## config.mk

```make
export PLATFORM = sky130hd
export DESIGN_NAME = glcd_text_writer
export DESIGN_NICKNAME = d
export VERILOG_FILES = /design/src/rtl/gtw_pkg.sv /design/src/rtl/gtw_strobe.sv /design/src/rtl/gtw_cursor.sv /design/src/rtl/gtw_bytegen.sv /design/src/rtl/glcd_text_writer.sv
export SDC_FILE = /design/constraint.sdc
export NUM_CORES = 1
export LEC_CHECK = 0
export ABC_AREA = 1
export ABC_CLOCK_PERIOD_IN_PS = 2100
export BUFFER_PORTS_ARGS = -buffer_cell sky130_fd_sc_hd__buf_2
export CAP_MARGIN = 20
export CORE_UTILIZATION = 58
export CTS_CLUSTER_SIZE = 24
export DETAILED_ROUTE_END_ITERATION = 8
export PLACE_DENSITY = 0.87
export SLEW_MARGIN = 20
export SYNTH_ARGS = -nofsm -noshare
export SYNTH_HDL_FRONTEND = slang
export SYNTH_HIERARCHICAL = 1
export SYNTH_SLANG_ARGS = --single-unit
```

## constraint.sdc

```tcl
create_clock -name clk -period 2.1 [get_ports clk]
set_input_delay 0.315 -clock clk [delete_from_list [all_inputs] [get_ports clk]]
set_output_delay 0.315 -clock clk [all_outputs]
set_load 0.005 [all_outputs]
```

## src/rtl/gtw_pkg.sv

```systemverilog
// Shared opcodes, LCD instruction bases and the byte descriptor.
// Assumes a write-only LCD link; nothing is read back from the panel.
package gtw_pkg;
    typedef enum logic [1:0] {
        OP_INIT   = 2'd0,
        OP_CLEAR  = 2'd1,
        OP_SCROLL = 2'd2,
        OP_PUTC   = 2'd3
    } op_e;

    localparam logic [7:0] INS_ON   = 8'h3F;
    localparam logic [7:0] INS_PAGE = 8'hB8;
    localparam logic [7:0] INS_COL  = 8'h40;
    localparam logic [7:0] INS_LINE = 8'hC0;

    typedef struct packed {
        logic       csl_n;
        logic       csr_n;
        logic       di;
        logic [7:0] data;
    } lcd_byte_t;
endpackage

```

## src/rtl/gtw_strobe.sv

```systemverilog
// Byte strobe engine: latches one LCD byte and plays an enable-low phase,
// then an enable-high phase, each PHASE clocks long. Both selects read as
// deselected while the engine is idle. Assumes start only arrives when idle.
module gtw_strobe
    import gtw_pkg::*;
#(
    parameter int PHASE = 23
) (
    input  logic      clk,
    input  logic      rst_n,
    input  logic      start,
    input  lcd_byte_t byte_in,
    output lcd_byte_t byte_out,
    output logic      en,
    output logic      fin
);
    localparam int CW = $clog2(PHASE + 1);

    typedef enum logic [1:0] {ST_IDLE, ST_LO, ST_HI} st_e;

    st_e       st;
    logic [CW-1:0] cnt;
    lcd_byte_t bus_q;

    // Phase sequencer: idle -> enable low -> enable high -> idle.
    always_ff @(posedge clk) begin
        if (!rst_n) begin
            st    <= ST_IDLE;
            cnt   <= '0;
            bus_q <= '{csl_n: 1'b1, csr_n: 1'b1, di: 1'b0, data: 8'h00};
        end else begin
            case (st)
                ST_IDLE: if (start) begin
                    st    <= ST_LO;
                    cnt   <= '0;
                    bus_q <= byte_in;
                end
                ST_LO: if (cnt == CW'(PHASE - 1)) begin
                    st  <= ST_HI;
                    cnt <= '0;
                end else cnt <= cnt + 1'b1;
                default: if (cnt == CW'(PHASE - 1)) begin
                    st  <= ST_IDLE;
                    cnt <= '0;
                end else cnt <= cnt + 1'b1;
            endcase
        end
    end

    // Output view: selects forced inactive between transfers.
    always_comb begin
        byte_out = bus_q;
        if (st == ST_IDLE) begin
            byte_out.csl_n = 1'b1;
            byte_out.csr_n = 1'b1;
        end
    end

    assign en  = (st == ST_HI);
    assign fin = (st == ST_HI) && (cnt == CW'(PHASE - 1));

    assert_start_idle_R3: assert property (@(posedge clk) disable iff (!rst_n)
        start |-> (st == ST_IDLE));
endmodule

```

## src/rtl/gtw_cursor.sv

```systemverilog
// Text cursor of COLS x ROWS cells. Home forces 0,0; advance steps X and
// carries into Y, both wrapping. Assumes home and advance are not coincident.
module gtw_cursor #(
    parameter int COLS = 16,
    parameter int ROWS = 8
) (
    input  logic                    clk,
    input  logic                    rst_n,
    input  logic                    home,
    input  logic                    adv,
    output logic [$clog2(COLS)-1:0] cx,
    output logic [$clog2(ROWS)-1:0] cy
);
    localparam int XW = $clog2(COLS);
    localparam int YW = $clog2(ROWS);

    // Cursor update with wrap of both coordinates.
    always_ff @(posedge clk) begin
        if (!rst_n || home) begin
            cx <= '0;
            cy <= '0;
        end else if (adv) begin
            if (cx == XW'(COLS - 1)) begin
                cx <= '0;
                cy <= (cy == YW'(ROWS - 1)) ? '0 : cy + 1'b1;
            end else begin
                cx <= cx + 1'b1;
            end
        end
    end

    assert_xwrap_R9: assert property (@(posedge clk) disable iff (!rst_n)
        (adv && !home && cx == XW'(COLS - 1)) |=> (cx == '0));
endmodule

```

## src/rtl/gtw_bytegen.sv

```systemverilog
// Combinational byte source: from the current command, the page/step
// counters and the cursor, forms the next LCD byte and flags the last one.
// Assumes k never exceeds the last step of the active command.
module gtw_bytegen
    import gtw_pkg::*;
#(
    parameter int COLS      = 16,
    parameter int PAGES     = 8,
    parameter int HALF_COLS = 64,
    parameter int GLYPH_W   = 8
) (
    input  op_e                             op,
    input  logic [$clog2(PAGES)-1:0]        pg,
    input  logic [$clog2(HALF_COLS+2)-1:0]  k,
    input  logic [$clog2(COLS)-1:0]         cx,
    input  logic [$clog2(PAGES)-1:0]        cy,
    input  logic [$clog2(HALF_COLS)-1:0]    line,
    input  logic [GLYPH_W*8-1:0]            glyph,
    output lcd_byte_t                       b,
    output logic                            last
);
    localparam int KW  = $clog2(HALF_COLS + 2);
    localparam int LW  = $clog2(HALF_COLS);
    localparam int PXW = $clog2(COLS * GLYPH_W);
    localparam int GIW = $clog2(GLYPH_W);

    logic [PXW-1:0] px;
    logic           right;
    logic [LW-1:0]  col;
    logic [GIW-1:0] gi;

    // Panel half and local column of the cursor cell.
    always_comb begin
        px    = PXW'(cx) * PXW'(GLYPH_W);
        right = (px >= PXW'(HALF_COLS));
        col   = right ? LW'(px - PXW'(HALF_COLS)) : LW'(px);
        gi    = GIW'(k - KW'(2));
    end

    // Byte selection per command and step.
    always_comb begin
        b    = '{csl_n: 1'b0, csr_n: 1'b0, di: 1'b0, data: 8'h00};
        last = 1'b0;
        case (op)
            OP_INIT: begin
                b.data = INS_ON;
                last   = 1'b1;
            end
            OP_CLEAR: begin
                if (k == '0)           b.data = INS_PAGE + 8'(pg);
                else if (k == KW'(1))  b.data = INS_COL;
                else                   b.di   = 1'b1;
                last = (pg == $clog2(PAGES)'(PAGES - 1)) && (k == KW'(HALF_COLS + 1));
            end
            OP_SCROLL: begin
                b.data = INS_LINE + 8'(line);
                last   = 1'b1;
            end
            default: begin
                b.csl_n = right;
                b.csr_n = !right;
                if (k == '0)          b.data = INS_PAGE + 8'(cy);
                else if (k == KW'(1)) b.data = INS_COL + 8'(col);
                else begin
                    b.di   = 1'b1;
                    b.data = glyph[gi*8 +: 8];
                end
                last = (k == KW'(GLYPH_W + 1));
            end
        endcase
    end
endmodule

```

## src/rtl/glcd_text_writer.sv

```systemverilog
// Top: command handshake and step sequencer for a two-half graphic LCD.
// Init pulses the LCD reset then turns the panel on; clear, scroll and print
// stream bytes through the strobe engine. Assumes a write-only panel and
// fixed timing in place of busy polling.
module glcd_text_writer
    import gtw_pkg::*;
#(
    parameter int PHASE     = 23,
    parameter int RST_CYC   = 25000,
    parameter int COLS      = 16,
    parameter int ROWS      = 8,
    parameter int HALF_COLS = 64,
    parameter int GLYPH_W   = 8
) (
    input  logic                         clk,
    input  logic                         rst_n,
    input  logic                         cmd_valid,
    input  logic [1:0]                   cmd_op,
    input  logic [$clog2(HALF_COLS)-1:0] cmd_line,
    input  logic [GLYPH_W*8-1:0]         cmd_glyph,
    output logic                         busy,
    output logic                         done,
    output logic [7:0]                   lcd_data,
    output logic                         lcd_di,
    output logic                         lcd_rw,
    output logic                         lcd_en,
    output logic                         lcd_csl_n,
    output logic                         lcd_csr_n,
    output logic                         lcd_rst_n
);
    localparam int PAGES = ROWS;
    localparam int PW    = $clog2(PAGES);
    localparam int KW    = $clog2(HALF_COLS + 2);
    localparam int LW    = $clog2(HALF_COLS);
    localparam int RCW   = $clog2(RST_CYC + 1);

    typedef enum logic [1:0] {S_IDLE, S_RST, S_XFER, S_DONE} seq_e;

    seq_e                st;
    op_e                 op_q;
    logic [LW-1:0]       line_q;
    logic [GLYPH_W*8-1:0] glyph_q;
    logic [PW-1:0]       pg;
    logic [KW-1:0]       k;
    logic [RCW-1:0]      rcnt;
    logic                kick;
    logic                accept, fin, last, adv, home;
    lcd_byte_t           nxt, cur;
    logic [$clog2(COLS)-1:0] cx;
    logic [PW-1:0]       cy;

    assign accept = (st == S_IDLE) && cmd_valid;
    assign home   = accept && (op_e'(cmd_op) == OP_INIT);
    assign adv    = (st == S_XFER) && fin && last && (op_q == OP_PUTC);

    // Command sequencer: accept, reset pulse, byte stream, completion.
    always_ff @(posedge clk) begin
        if (!rst_n) begin
            st      <= S_IDLE;
            op_q    <= OP_INIT;
            line_q  <= '0;
            glyph_q <= '0;
            pg      <= '0;
            k       <= '0;
            rcnt    <= '0;
            kick    <= 1'b0;
        end else begin
            case (st)
                S_IDLE: if (accept) begin
                    op_q    <= op_e'(cmd_op);
                    line_q  <= cmd_line;
                    glyph_q <= cmd_glyph;
                    pg      <= '0;
                    k       <= '0;
                    rcnt    <= '0;
                    if (op_e'(cmd_op) == OP_INIT) st <= S_RST;
                    else begin
                        st   <= S_XFER;
                        kick <= 1'b1;
                    end
                end
                S_RST: if (rcnt == RCW'(RST_CYC - 1)) begin
                    st   <= S_XFER;
                    kick <= 1'b1;
                end else rcnt <= rcnt + 1'b1;
                S_XFER: begin
                    kick <= 1'b0;
                    if (fin) begin
                        if (last) st <= S_DONE;
                        else begin
                            kick <= 1'b1;
                            if (op_q == OP_CLEAR && k == KW'(HALF_COLS + 1)) begin
                                k  <= '0;
                                pg <= pg + 1'b1;
                            end else k <= k + 1'b1;
                        end
                    end
                end
                default: st <= S_IDLE;
            endcase
        end
    end

    gtw_cursor #(.COLS(COLS), .ROWS(ROWS)) cursor_i (
        .clk(clk), .rst_n(rst_n), .home(home), .adv(adv), .cx(cx), .cy(cy)
    );

    gtw_bytegen #(.COLS(COLS), .PAGES(PAGES), .HALF_COLS(HALF_COLS), .GLYPH_W(GLYPH_W)) gen_i (
        .op(op_q), .pg(pg), .k(k), .cx(cx), .cy(cy), .line(line_q),
        .glyph(glyph_q), .b(nxt), .last(last)
    );

    gtw_strobe #(.PHASE(PHASE)) strobe_i (
        .clk(clk), .rst_n(rst_n), .start(kick), .byte_in(nxt),
        .byte_out(cur), .en(lcd_en), .fin(fin)
    );

    assign busy      = (st != S_IDLE);
    assign done      = (st == S_DONE);
    assign lcd_rst_n = (st != S_RST);
    assign lcd_rw    = 1'b0;
    assign lcd_data  = cur.data;
    assign lcd_di    = cur.di;
    assign lcd_csl_n = cur.csl_n;
    assign lcd_csr_n = cur.csr_n;

    assert_done_pulse_R2: assert property (@(posedge clk) disable iff (!rst_n)
        done |=> (!done && !busy));
    assert_bus_stable_R3: assert property (@(posedge clk) disable iff (!rst_n)
        lcd_en |=> (!lcd_en || $stable({lcd_data, lcd_di, lcd_csl_n, lcd_csr_n})));
    assert_rst_desel_R4: assert property (@(posedge clk) disable iff (!rst_n)
        !lcd_rst_n |-> (lcd_csl_n && lcd_csr_n && !lcd_en));
    assert_cs_idle_R10: assert property (@(posedge clk) disable iff (!rst_n)
        !busy |-> (lcd_csl_n && lcd_csr_n && !lcd_en));
endmodule

```

**Yosys cells after proc, flatten, opt, wreduce, memory -nomap -nowiden**

Cells that the tools add are included.

- Bits in registers: 125
- Input port bits: 75
- Output and inout bits: 16
- Logic and storage cells: 135

- Add/subtract/negate cells: 12
- $lt $le $gt $ge: 1
- Equality and inequality tests: 27
- Shift operators: 1
- Multiplexer cells: 46
- Reduce and logical (&&, ||, !) cells: 32

Operator list:

| kind | count |
|---|---|
| 64-bit by 7-bit variable part select with 8-bit output | 1 |
| 7-bit 2-to-1 mux | 5 |
| 15-bit 2-to-1 mux | 2 |
| 15-bit case mux with 2 select lines | 1 |
| 8-bit 2-to-1 mux | 3 |
| 8-bit case mux with 3 select lines | 1 |
| 2-bit 2-to-1 mux | 10 |
| 8-bit by 3-bit adder with 8-bit output (first input constant) | 2 |
| 2-bit != test (second input constant) | 8 |
| 15-bit by 1-bit adder with 15-bit output (second input constant) | 1 |
| 15-bit == test (second input constant) | 1 |
| 3-bit 2-to-1 mux | 5 |
| 5-bit 2-to-1 mux | 3 |
| 7-bit case mux with 2 select lines | 1 |
| 4-bit AND reduction | 3 |
| 2-bit == test (second input constant) | 5 |
| 7-bit by 6-bit adder with 8-bit output (first input constant) | 1 |
| 7-bit by 7-bit adder with 8-bit output (first input constant) | 1 |
| 1-bit logical AND | 8 |
| 2-bit zero test | 4 |
| 1-bit 2-to-1 mux | 8 |
| 2-bit nonzero test | 4 |
| 7-bit by 1-bit adder with 7-bit output (second input constant) | 1 |
| 7-bit by 1-bit == test with 1-bit output (second input constant) | 1 |
| 29 further kinds | 39 |

**Logic depth before layout (Yosys ltp)**

Gate-level depths: netlist of the first run.

- Depth in word-level cells: 6
- Depth in mapped cells: 16
- Gate-level depth less buffers: 15

**Hierarchy**

Netlist of the first run, hierarchy kept.

Modules (own cells, without submodules):

| module | times used | cells an instance | area an instance (um^2) | sequential area each (um^2) |
|---|---|---|---|---|
| glcd_text_writer | 1 | 626 | 4416.7 | 2001.9 |
| gtw_bytegen | 1 | 247 | 1129.8 | 0.0 |
| gtw_strobe | 1 | 119 | 872.1 | 360.3 |
| gtw_cursor | 1 | 53 | 382.9 | 140.1 |

**Worst setup path before layout of the first run**

Ideal clock, no wire load.

- Path kind: reg-to-reg
- Start: reg op_q[1]
- End: reg cursor_i.cy[1]
- Setup time: 0.113 ns
- Arrival time: 1.814 ns
- Required time: 1.987 ns
- Slack: 0.173 ns
- Stages on the path, launching flop included: 12
- Buffers on the path: 2
- Path through: dfxtp_1 -> buf_2 -> nand2_1 -> o41ai_1 -> inv_1 -> nor3_1 -> buf_6 -> nand2_1 -> nor2_1 -> nand3_1 -> nand2_1 -> nor2_1

- Longest elaborated chain between the ends: 6
- Elaborated cells between the ends (all ways): 9
- Classes of those cells: eq/ne: 3; mux: 1; reduce/logical: 5

RTL lines:

| element | RTL line | RTL |
|---|---|---|
| start, declared | glcd_text_writer.sv:40 | `op_e op_q;` |
| start signal, assigned | glcd_text_writer.sv:70 | `op_q <= op_e'(cmd_op);` |
| 2-bit == test or 2-bit zero test (tied branches) | gtw_bytegen.sv:44 | `case (op)` |
| 2-bit OR reduction (no source line) | - |  |
| 1-bit case mux with 2 select lines * | gtw_bytegen.sv:44 |  |
| named net last | glcd_text_writer.sv:47 | `logic accept, fin, last, adv, home;` |
| 1-bit logical AND * (2 in series) | glcd_text_writer.sv:54 | `assign adv = (st == S_XFER) && fin && last && (op_q == OP_PUTC);` |
| named net adv | glcd_text_writer.sv:47 |  |
| 2-bit AND reduction (no source line) * | - |  |
| end signal, assigned | gtw_cursor.sv:25 | `cy <= (cy == YW'(ROWS - 1)) ? '0 : cy + 1'b1;` |
| end, declared | gtw_cursor.sv:12 | `output logic [$clog2(ROWS)-1:0] cy` |

Mark *: on every way through the listed nets, which the timed path passes. The rest lies on a longest branch.
A chain may end at the register's enable or synchronous reset.

==> run metrics, run 1 <==
Yosys reg bits 125; DR vias/cell 5.33; R2R cell count 14; die span in x 110 um; crit end category output port; Final Cell Area 0.00787 mm2; cell area after synthesis 0.00680 mm2; Post-DRT Antenna Nets 0; Final Power 9.59 mW; Int Pwr 6.09 mW; slowest CP cell ha_1; largest net degree at the start of global routing 73; status finished, final reports clean; Sequential Area 0.00250 mm2; Critical R2R Launch strobe_i/cnt[0]; setup TNS 0 ns; post-synthesis net count 1134; initial DRC count 589; latest clock arrival within the worst-skew pair 0.42 ns; ys flop type dfxtp_1; Clock Power Share 0.313; total of max-cap violations 0; Setup WS post-layout 0.121 ns; H-tree depth 4; Worst slew margin 0.630; reg2reg setup slack 0.14 ns; maximum fanout along the worst path 7; worst setup path end lcd_rst_n; Die Y 110 um; fin cells 1271; Final min period 1.98 ns; Critical Path Max Stage Delay 0.40 ns; Multi-input gate area 0.00359 mm2; # placed instances 1240; Critical Path Source Type register; Post-synth EDFFs 0; CTS Buffer Depth 2; vias in the first global route 6026; Area Growth Syn to Fin 15.7%; share of flip-flops with an asynchronous set or reset 0; sequential fraction of the synthesis area 0.368; Post-DP Area 0.00723 mm2; clock sinks 125; Num CTS Buffers 17; Layout Nets 1206; Fin. Hold Viols 0; share of cells above drive strength 1 0.169; num rows 39; total die area 0.0122 mm2; final wirelength 16700 um; CP Cell Sequence inv_1 > ha_1 > inv_2 > buf_4 > buf_2; Max Clock Skew 0.00830 ns; fillcell total 981; critical path required time 1.78 ns; Clock transition at path regs 0.05 ns; Final setup viols 0; Hold Slack 0.145 ns; hold_buf cts 0; Worst-Margin Slew 0.555 ns; syn_area_per_cell 6.51 um2; Crit Reg-Reg Endpoint cursor_i/cx[3]; Final Max Slew Viols 0; post-synthesis cell count 1045; net switching power 3.50 mW; data arrival time of the critical path 1.66 ns; fin util 0.689; most common cell after layout, fill and taps aside nor2_1; PortBufs 89; synth warn 6; Pwr per Cell Area 1220 mW/mm2; kind of critical path reg -> out; Post-route DRC 0; highest clock rate 505 MHz; commonest cells after routing, fill and taps aside nor2_1 (257), nand2_1 (226), dfxtp_1 (125), o21ai_0 (91), buf_2 (89); Reg power frac 0.347; drt pass-1 iters 6; Comb pwr share 0.339; Leakage 3.54 nW; Initial Util 0.596; ANT cells 0; first-pass GRT wire length 27300 um; Min-Delay Path Class in -> reg; overall routing resource usage 0.292; Final period util 0.942; core footprint 0.0114 mm2; Critical Path Source st[1]; Root Buffer clkbuf_16; sw frac 0.365; TritonCTS clock tree built; Max VDD drop 1.12 mV; pre-CTS setup slack 0.159 ns; initial antenna violation count 0; I/O pin total 91; total global routing overflow 0; library cells used by synthesis 43; Wirelength per Cell 13.1 um; via count 6770; Final HPWL DP 11400 um; routability cong. 0.910
==> worst max-delay path: cells and delay by family (launching register included) <==
family,cells,cell delay [ns]
buffers and inverters,4,0.49
adder cells (fa/ha/maj),1,0.40
flip-flops,1,0.35
==> worst min path at each step <==
stage / startpoint / end / slack, ns / cells past startpoint
6_report: cmd_glyph[29] / glyph_q[29] / 0.14 / 3
3_3_place_gp: strobe_i/bus_q[9] / strobe_i/bus_q[9] / 0.44 / 2
4_1_cts: cmd_glyph[29] / glyph_q[29] / 0.14 / 3
2_1_floorplan: strobe_i/bus_q[10] / strobe_i/bus_q[10] / 0.42 / 2
3_5_place_dp: strobe_i/bus_q[9] / strobe_i/bus_q[9] / 0.44 / 2
5_1_grt: cmd_line[4] / line_q[4] / 0.16 / 3
==> cells in the mapped netlist, types with 5 or more instances <==
cell type | instances | area share
inv_1 | 79 | 0.044
nand2_1 | 227 | 0.13
ha_1 | 14 | 0.026
dfxtp_1 | 125 | 0.37
nand4_1 | 25 | 0.023
nor2_4 | 8 | 0.013
o21ai_1 | 5 | 0.0037
buf_2 | 15 | 0.011
a21oi_1 | 33 | 0.024
o21ai_0 | 91 | 0.067
inv_2 | 12 | 0.0066
nor3_1 | 7 | 0.0052
nor2_1 | 259 | 0.14
clkbuf_1 | 15 | 0.0083
nand3_1 | 57 | 0.042
nand2_2 | 11 | 0.010
buf_6 | 5 | 0.0083
buf_4 | 18 | 0.020
==> registers in the layout (all words and copies together), names as in the netlist <==
name / count
cursor_i/cx: 4
cursor_i/cy: 3
glyph_q: 64
k: 7
kick: 1
line_q: 6
op_q: 2
pg: 3
rcnt: 15
st: 2
strobe_i/bus_q: 2
strobe_i/byte_out: 9
strobe_i/cnt: 5
strobe_i/st: 2
==> kinds of logic after synthesis <==
family / after synthesis / share of synthesized area
flip-flops: 125 / 0.368
adder cells (fa/ha/maj): 14 / 0.0258
XOR/XNOR: 6 / 0.00994
buffers and inverters: 150 / 0.107
AO/OA/AOI/OAI: 136 / 0.103
other: 1 / 0.000551
AND/OR/NAND/NOR: 613 / 0.386
==> repair_timing <==
action                                  CTS  global route
resized for setup                         0             4
hold endpoints to repair                  0             0
setup buffers                             0             1
endpoints found under the setup margin    0             7
==> area by class of cell <==
type / instances / share of cell area
sequential: 125 / 0.318
multi-input combinational: 770 / 0.457
clock inverter: 6 / 0.0137
clock buffer: 24 / 0.0638
timing repair buffer: 109 / 0.0789
inverter: 94 / 0.0461
tap: 143 / 0.0227
==> per-layer routing <==
layer  share of wire  wire length (um)  GRT usage  up-vias
met1            0.44              7410      0.358     3041
met2            0.47              7790      0.487      246
met3           0.067              1110     0.0682       38
met4           0.024               403      0.127        0
li1                -                 -          -     3445
met5               0                 0          0        -
==> power by group through the flow <==
stage / Sequential [mW] / Combinational (mW) / Clock, mW
after floorplan: 3.28 / 2.64 / 0
final: 3.33 / 3.25 / 3.01
after global routing: 3.39 / 3.73 / 3.16
after CTS: 3.32 / 3.23 / 3.04
after global placement: 3.34 / 3.09 / 0
after detailed placement: 3.36 / 3.17 / 0
Power figures use the tool's default switching activity.
==> inputs of run 2 (changes only) <==
--- a/config.mk
+++ b/config.mk
@@ -9,10 +9,11 @@
 export ABC_CLOCK_PERIOD_IN_PS = 2100
 export BUFFER_PORTS_ARGS = -buffer_cell sky130_fd_sc_hd__buf_2
 export CAP_MARGIN = 20
-export CORE_UTILIZATION = 58
+export CORE_UTILIZATION = 60
+export CTS_BUF_LIST = sky130_fd_sc_hd__clkbuf_4
 export CTS_CLUSTER_SIZE = 24
 export DETAILED_ROUTE_END_ITERATION = 8
-export PLACE_DENSITY = 0.87
+export PLACE_DENSITY = 0.9
 export SLEW_MARGIN = 20
 export SYNTH_ARGS = -nofsm -noshare
 export SYNTH_HDL_FRONTEND = slang
==> run metrics, run 2 (synthesis results as in run 1) <==
status finished, final reports clean; routability cong. 0.934; I/O pin total 91; pre-CTS setup slack 0.113 ns; Critical Path Source Type register; core footprint 0.0109 mm2; Worst slew margin 0.526; Layout Nets 1208; fin util 0.686; Critical Path Max Stage Delay 0.46 ns; total die area 0.0118 mm2; latest clock arrival within the worst-skew pair 0.54 ns; crit end category output port; first-pass GRT wire length 26900 um; Root Buffer clkbuf_4; overall routing resource usage 0.288; met1 WL 7130 um; Leakage 3.38 nW; highest clock rate 507 MHz; largest net degree at the start of global routing 73; Final HPWL DP 11300 um; CP Cell Sequence inv_1 > ha_1 > inv_2 > buf_2; kind of critical path reg -> out; Area Growth Syn to Fin 10.3%; Max Clock Skew 0.0202 ns; commonest cells after routing, fill and taps aside nor2_1 (256), nand2_1 (226), dfxtp_1 (124), o21ai_0 (91), buf_2 (89); Worst-Margin Slew 0.711 ns; num rows 38; total of max-cap violations 0; total global routing overflow 0; reg2reg setup slack 0.15 ns; max FFs per register 64; initial DRC count 480; ANT cells 0; Post-route DRC 0; vias in the first global route 5993; drt pass-1 iters 5; Die Y 108 um; Setup WS post-layout 0.128 ns; H-tree depth 4; Final Max Slew Viols 0; Min-Delay Path Class in -> reg; highest metal used met4; PortBufs 89; TritonCTS clock tree built; metal2 WL 7220 um; Final Power 8.01 mW; slowest CP cell dfxtp_1; Final period util 0.939; via count 6734; Largest Register glyph_q; Pwr per Cell Area 1070 mW/mm2; share of cells above drive strength 1 0.171; Final min period 1.97 ns; Final setup viols 0; Fin. Hold Viols 0; setup TNS 0 ns; Num CTS Buffers 17; DR vias/cell 5.30; data arrival time of the critical path 1.66 ns; fillcell total 977; final wirelength 15900 um; maximum fanout along the worst path 5; die span in x 108 um; Hold Slack 0.0264 ns; critical path required time 1.78 ns; CTS Buffer Depth 2; Wirelength per Cell 12.5 um; Max VDD drop 0.740 mV; most common cell after layout, fill and taps aside nor2_1; initial antenna violation count 0; Initial Util 0.622; metal3 WL 1250 um; Post-DRT Antenna Nets 0; Clock transition at path regs 0.10 ns; clock sinks 125
-- run 2: cell count changes in the layout (fill, tap and decap cells not counted), moves of 2 or more --
| cell | previous run | this run |
|---|---|---|
| clkbuf_8 | 5 | 0 |
| clkinv_2 | 2 | 6 |
| clkbuf_4 | 0 | 19 |
| dlygate4sd3_1 | 0 | 3 |
| clkbuf_1 | 2 | 0 |
| nor2_2 | 5 | 7 |
| bufinv_16 | 3 | 1 |
| clkinv_1 | 0 | 3 |
| clkbuf_16 | 17 | 0 |
-- run 2: layout make-up --
cell class | count | area (um2) | area share
Sequential cell | 125 | 2500 | 0.334
Timing Repair Buffer | 111 | 634 | 0.0845
Tap cell | 140 | 175 | 0.0233
Inverter | 94 | 365 | 0.0487
Clock inverter | 11 | 78.8 | 0.0105
Multi-Input combinational cell | 770 | 3600 | 0.480
Clock buffer | 19 | 143 | 0.0190
-- run 2: metal layers --
metal  up-vias  global-route usage
met5         -                   0
met3        30              0.0826
li1       3441                   -
met1      3023               0.370
met4         0               0.123
met2       240               0.449
-- run 2: timing repair --
| action | 4_1_cts | 5_1_grt |
|---|---|---|
| pin swaps | 0 | 2 |
| setup endpoints to repair | 1 | 9 |
| hold endpoints to repair | 3 | 0 |
| buffers inserted | 0 | 2 |
| resized for setup | 1 | 8 |
| hold buffers | 3 | 0 |
-- run 2: worst paths after layout --
path | start | depth (start not counted) | endpoint
worst min-delay path | cmd_glyph[47] | 3 | glyph_q[47]
worst max register to register | strobe_i/cnt[0] | 13 | k[1]
worst max-delay path | st[0] | 4 | busy
worst min register to register | strobe_i/bus_q[10] | 2 | strobe_i/bus_q[10]
-- run 2: power breakdown --
group | switching, mW | leakage [nW] | total (mW) | internal (mW)
sequential | 0.365 | 1.03 | 3.32 | 2.96
combinational | 2.13 | 2.22 | 3.26 | 1.14
clock | 0.845 | 0.130 | 1.42 | 0.574
-- run 2: stage by stage --
step           cells  area [um2]
6_report        1270        7500
3_5_place_dp    1235        7210
2_1_floorplan   1045        6800
4_1_cts         1268        7460
3_3_place_gp    1235        7200
5_1_grt         1270        7500
-- run 2: worst max-delay path: cells and delay by family (launching register included) --
family,cells,cell delay (ns)
DFF,1,0.46
buffers and inverters,3,0.39
adders and majority gates,1,0.27
==> inputs of run 3 (changes only) <==
--- a/config.mk
+++ b/config.mk
@@ -6,14 +6,14 @@
 export NUM_CORES = 1
 export LEC_CHECK = 0
 export ABC_AREA = 1
-export ABC_CLOCK_PERIOD_IN_PS = 2100
+export ABC_CLOCK_PERIOD_IN_PS = 1800
 export BUFFER_PORTS_ARGS = -buffer_cell sky130_fd_sc_hd__buf_2
 export CAP_MARGIN = 20
-export CORE_UTILIZATION = 60
+export CORE_UTILIZATION = 54
 export CTS_BUF_LIST = sky130_fd_sc_hd__clkbuf_4
 export CTS_CLUSTER_SIZE = 24
 export DETAILED_ROUTE_END_ITERATION = 8
-export PLACE_DENSITY = 0.9
+export PLACE_DENSITY = 0.85
 export SLEW_MARGIN = 20
 export SYNTH_ARGS = -nofsm -noshare
 export SYNTH_HDL_FRONTEND = slang
==> constraint.sdc (replaced) <==
create_clock -name clk -period 1.8 [get_ports clk]
set_input_delay 0.27 -clock clk [delete_from_list [all_inputs] [get_ports clk]]
set_output_delay 0.27 -clock clk [all_outputs]
set_load 0.005 [all_outputs]
==> run metrics, run 3 (synthesis results as in run 1) <==
slowest CP cell dfxtp_2; critical path required time 2.31 ns; fin cells 1395; RSZ-0062 raised after global routing yes; Fin. Hold Viols 0; clock sinks 125; Final Max Slew Viols 0; maximum fanout along the worst path 4; max FFs per register 64; kind of critical path reg -> reg; TritonCTS clock tree built; Max VDD drop 0.890 mV; most common cell after layout, fill and taps aside nor2_1; share of cells above drive strength 1 0.218; ANT cells 0; Num CTS Buffers 17; Largest Register glyph_q; DR vias/cell 5.51; fillcell total 908; PortBufs 89; vias in the first global route 6817; initial DRC count 820; Final min period 1.83 ns; H-tree depth 4; Root Buffer clkbuf_4; die span in x 114 um; Wirelength per Cell 15.1 um; CP Cell Sequence inv_2 > ha_4 > nand2_4 > nor2_4 > nand2_2 > nor2_4 > nand3_2 > nor3_4 > buf_6 > nand4_4 > nand2_1 > nand2_1 > nor2_1; latest clock arrival within the worst-skew pair 0.58 ns; Setup WS post-layout -0.0325 ns; Critical Path Max Stage Delay 0.33 ns; via count 7686; Clock transition at path regs 0.11 ns; Int Pwr 5.83 mW; highest clock rate 546 MHz; final wirelength 21000 um; core footprint 0.0122 mm2; routability cong. 0.956; commonest cells after routing, fill and taps aside nor2_1 (249), nand2_1 (217), dfxtp_1 (112), o21ai_0 (91), buf_2 (89); # placed instances 1288; sw frac 0.429; total die area 0.0130 mm2; Final setup viols 7; largest net degree at the start of global routing 55; first-pass GRT wire length 31200 um; CTS Buffer Depth 2; initial antenna violation count 0; Reg power frac 0.383; Initial Util 0.559; failing checks setup timing; Area Growth Syn to Fin 27.9%; Post-DRT Antenna Nets 0; status finished, violations left; Comb pwr share 0.450; Critical Path Source Type register; Final HPWL DP 11800 um; num rows 40; Final Cell Area 0.00870 mm2; Max Clock Skew 0.0224 ns; data arrival time of the critical path 2.34 ns; Pwr per Cell Area 1170 mW/mm2; I/O pin total 91; drt pass-1 iters 8; net switching power 4.39 mW; Post-route DRC 0; Min-Delay Path Class in -> reg; Layout Nets 1304; crit end category register; Final period util 1.02; overall routing resource usage 0.306; Post-DP Area 0.00747 mm2; total of max-cap violations 0; Die Y 114 um; total global routing overflow 0; Clock Power Share 0.168; Leakage 3.86 nW
-- run 3: power by group through the flow --
| stage | registers (mW) | clock network, mW | logic [mW] |
|---|---|---|---|
| 2_1_floorplan | 3.83 | 0 | 3.09 |
| 3_3_place_gp | 3.87 | 0 | 3.80 |
| 3_5_place_dp | 3.89 | 0 | 3.89 |
| 4_1_cts | 3.83 | 1.72 | 4.11 |
| 5_1_grt | 3.98 | 1.87 | 5.06 |
| 6_report | 3.91 | 1.71 | 4.60 |
-- run 3: critical path: cells and delay by family, from the launching register on --
kind                     cells  cell delay (ns)
adder cells (fa/ha/maj)      1             0.14
buffers and inverters        2             0.23
flip-flops                   1             0.33
AND/OR/NAND/NOR             10             1.09
-- run 3: layout make-up --
class	instances	area, um2	area share
multi-input cells	770	3800	0.437
clock buffers	20	150	0.0173
flip-flops and latches	125	2530	0.290
well taps	168	210	0.0242
clock inverters	11	77.6	0.00891
repair buffers	206	1550	0.178
repair inverters	1	7.51	0.000863
inverters	94	375	0.0431
-- run 3: per-layer routing --
metal	vias to the layer above	GRT usage	part of all wire	routed length [um]
li1	3640	-	-	-
met1	3450	0.374	0.40	8390
met2	475	0.507	0.47	9910
met3	121	0.0789	0.084	1780
met4	0	0.135	0.046	965
met5	-	0	0	0
-- run 3: path summary, 6_finish.rpt --
check / slack [ns] / to / start / depth (start not counted)
setup reg to reg: -0.03 / cursor_i/cy[0] / strobe_i/cnt[0] / 13
hold / removal: 0.01 / line_q[5] / cmd_line[5] / 3
setup / recovery: -0.03 / cursor_i/cy[0] / strobe_i/cnt[0] / 13
hold reg to reg: 0.46 / strobe_i/bus_q[10] / strobe_i/bus_q[10] / 2
-- run 3: repair_timing --
item / CTS / global route
buffers inserted: 2 / 7
gates cloned: 1 / 0
pin swaps: 0 / 21
gates resized for setup: 10 / 64
endpoints found under the hold margin: 65 / 1
hold buffers: 65 / 1
endpoints found under the setup margin: 14 / 56
-- run 3: per-stage QoR --
stage                     worst slack [ns]  setup TNS (ns)  utilization  hold slack [ns]  total power [mW]
final                              -0.0325          -0.136        0.716           0.0138              10.2
after global routing                -0.178           -1.59        0.716          0.00635              10.9
after CTS                         0.000234               0        0.692          0.00121              9.66
after detailed placement           -0.0778          -0.513        0.615            0.444              7.78
after global placement             -0.0660          -0.298        0.615            0.436              7.68
after floorplan                    0.00481               0            -            0.406              6.92
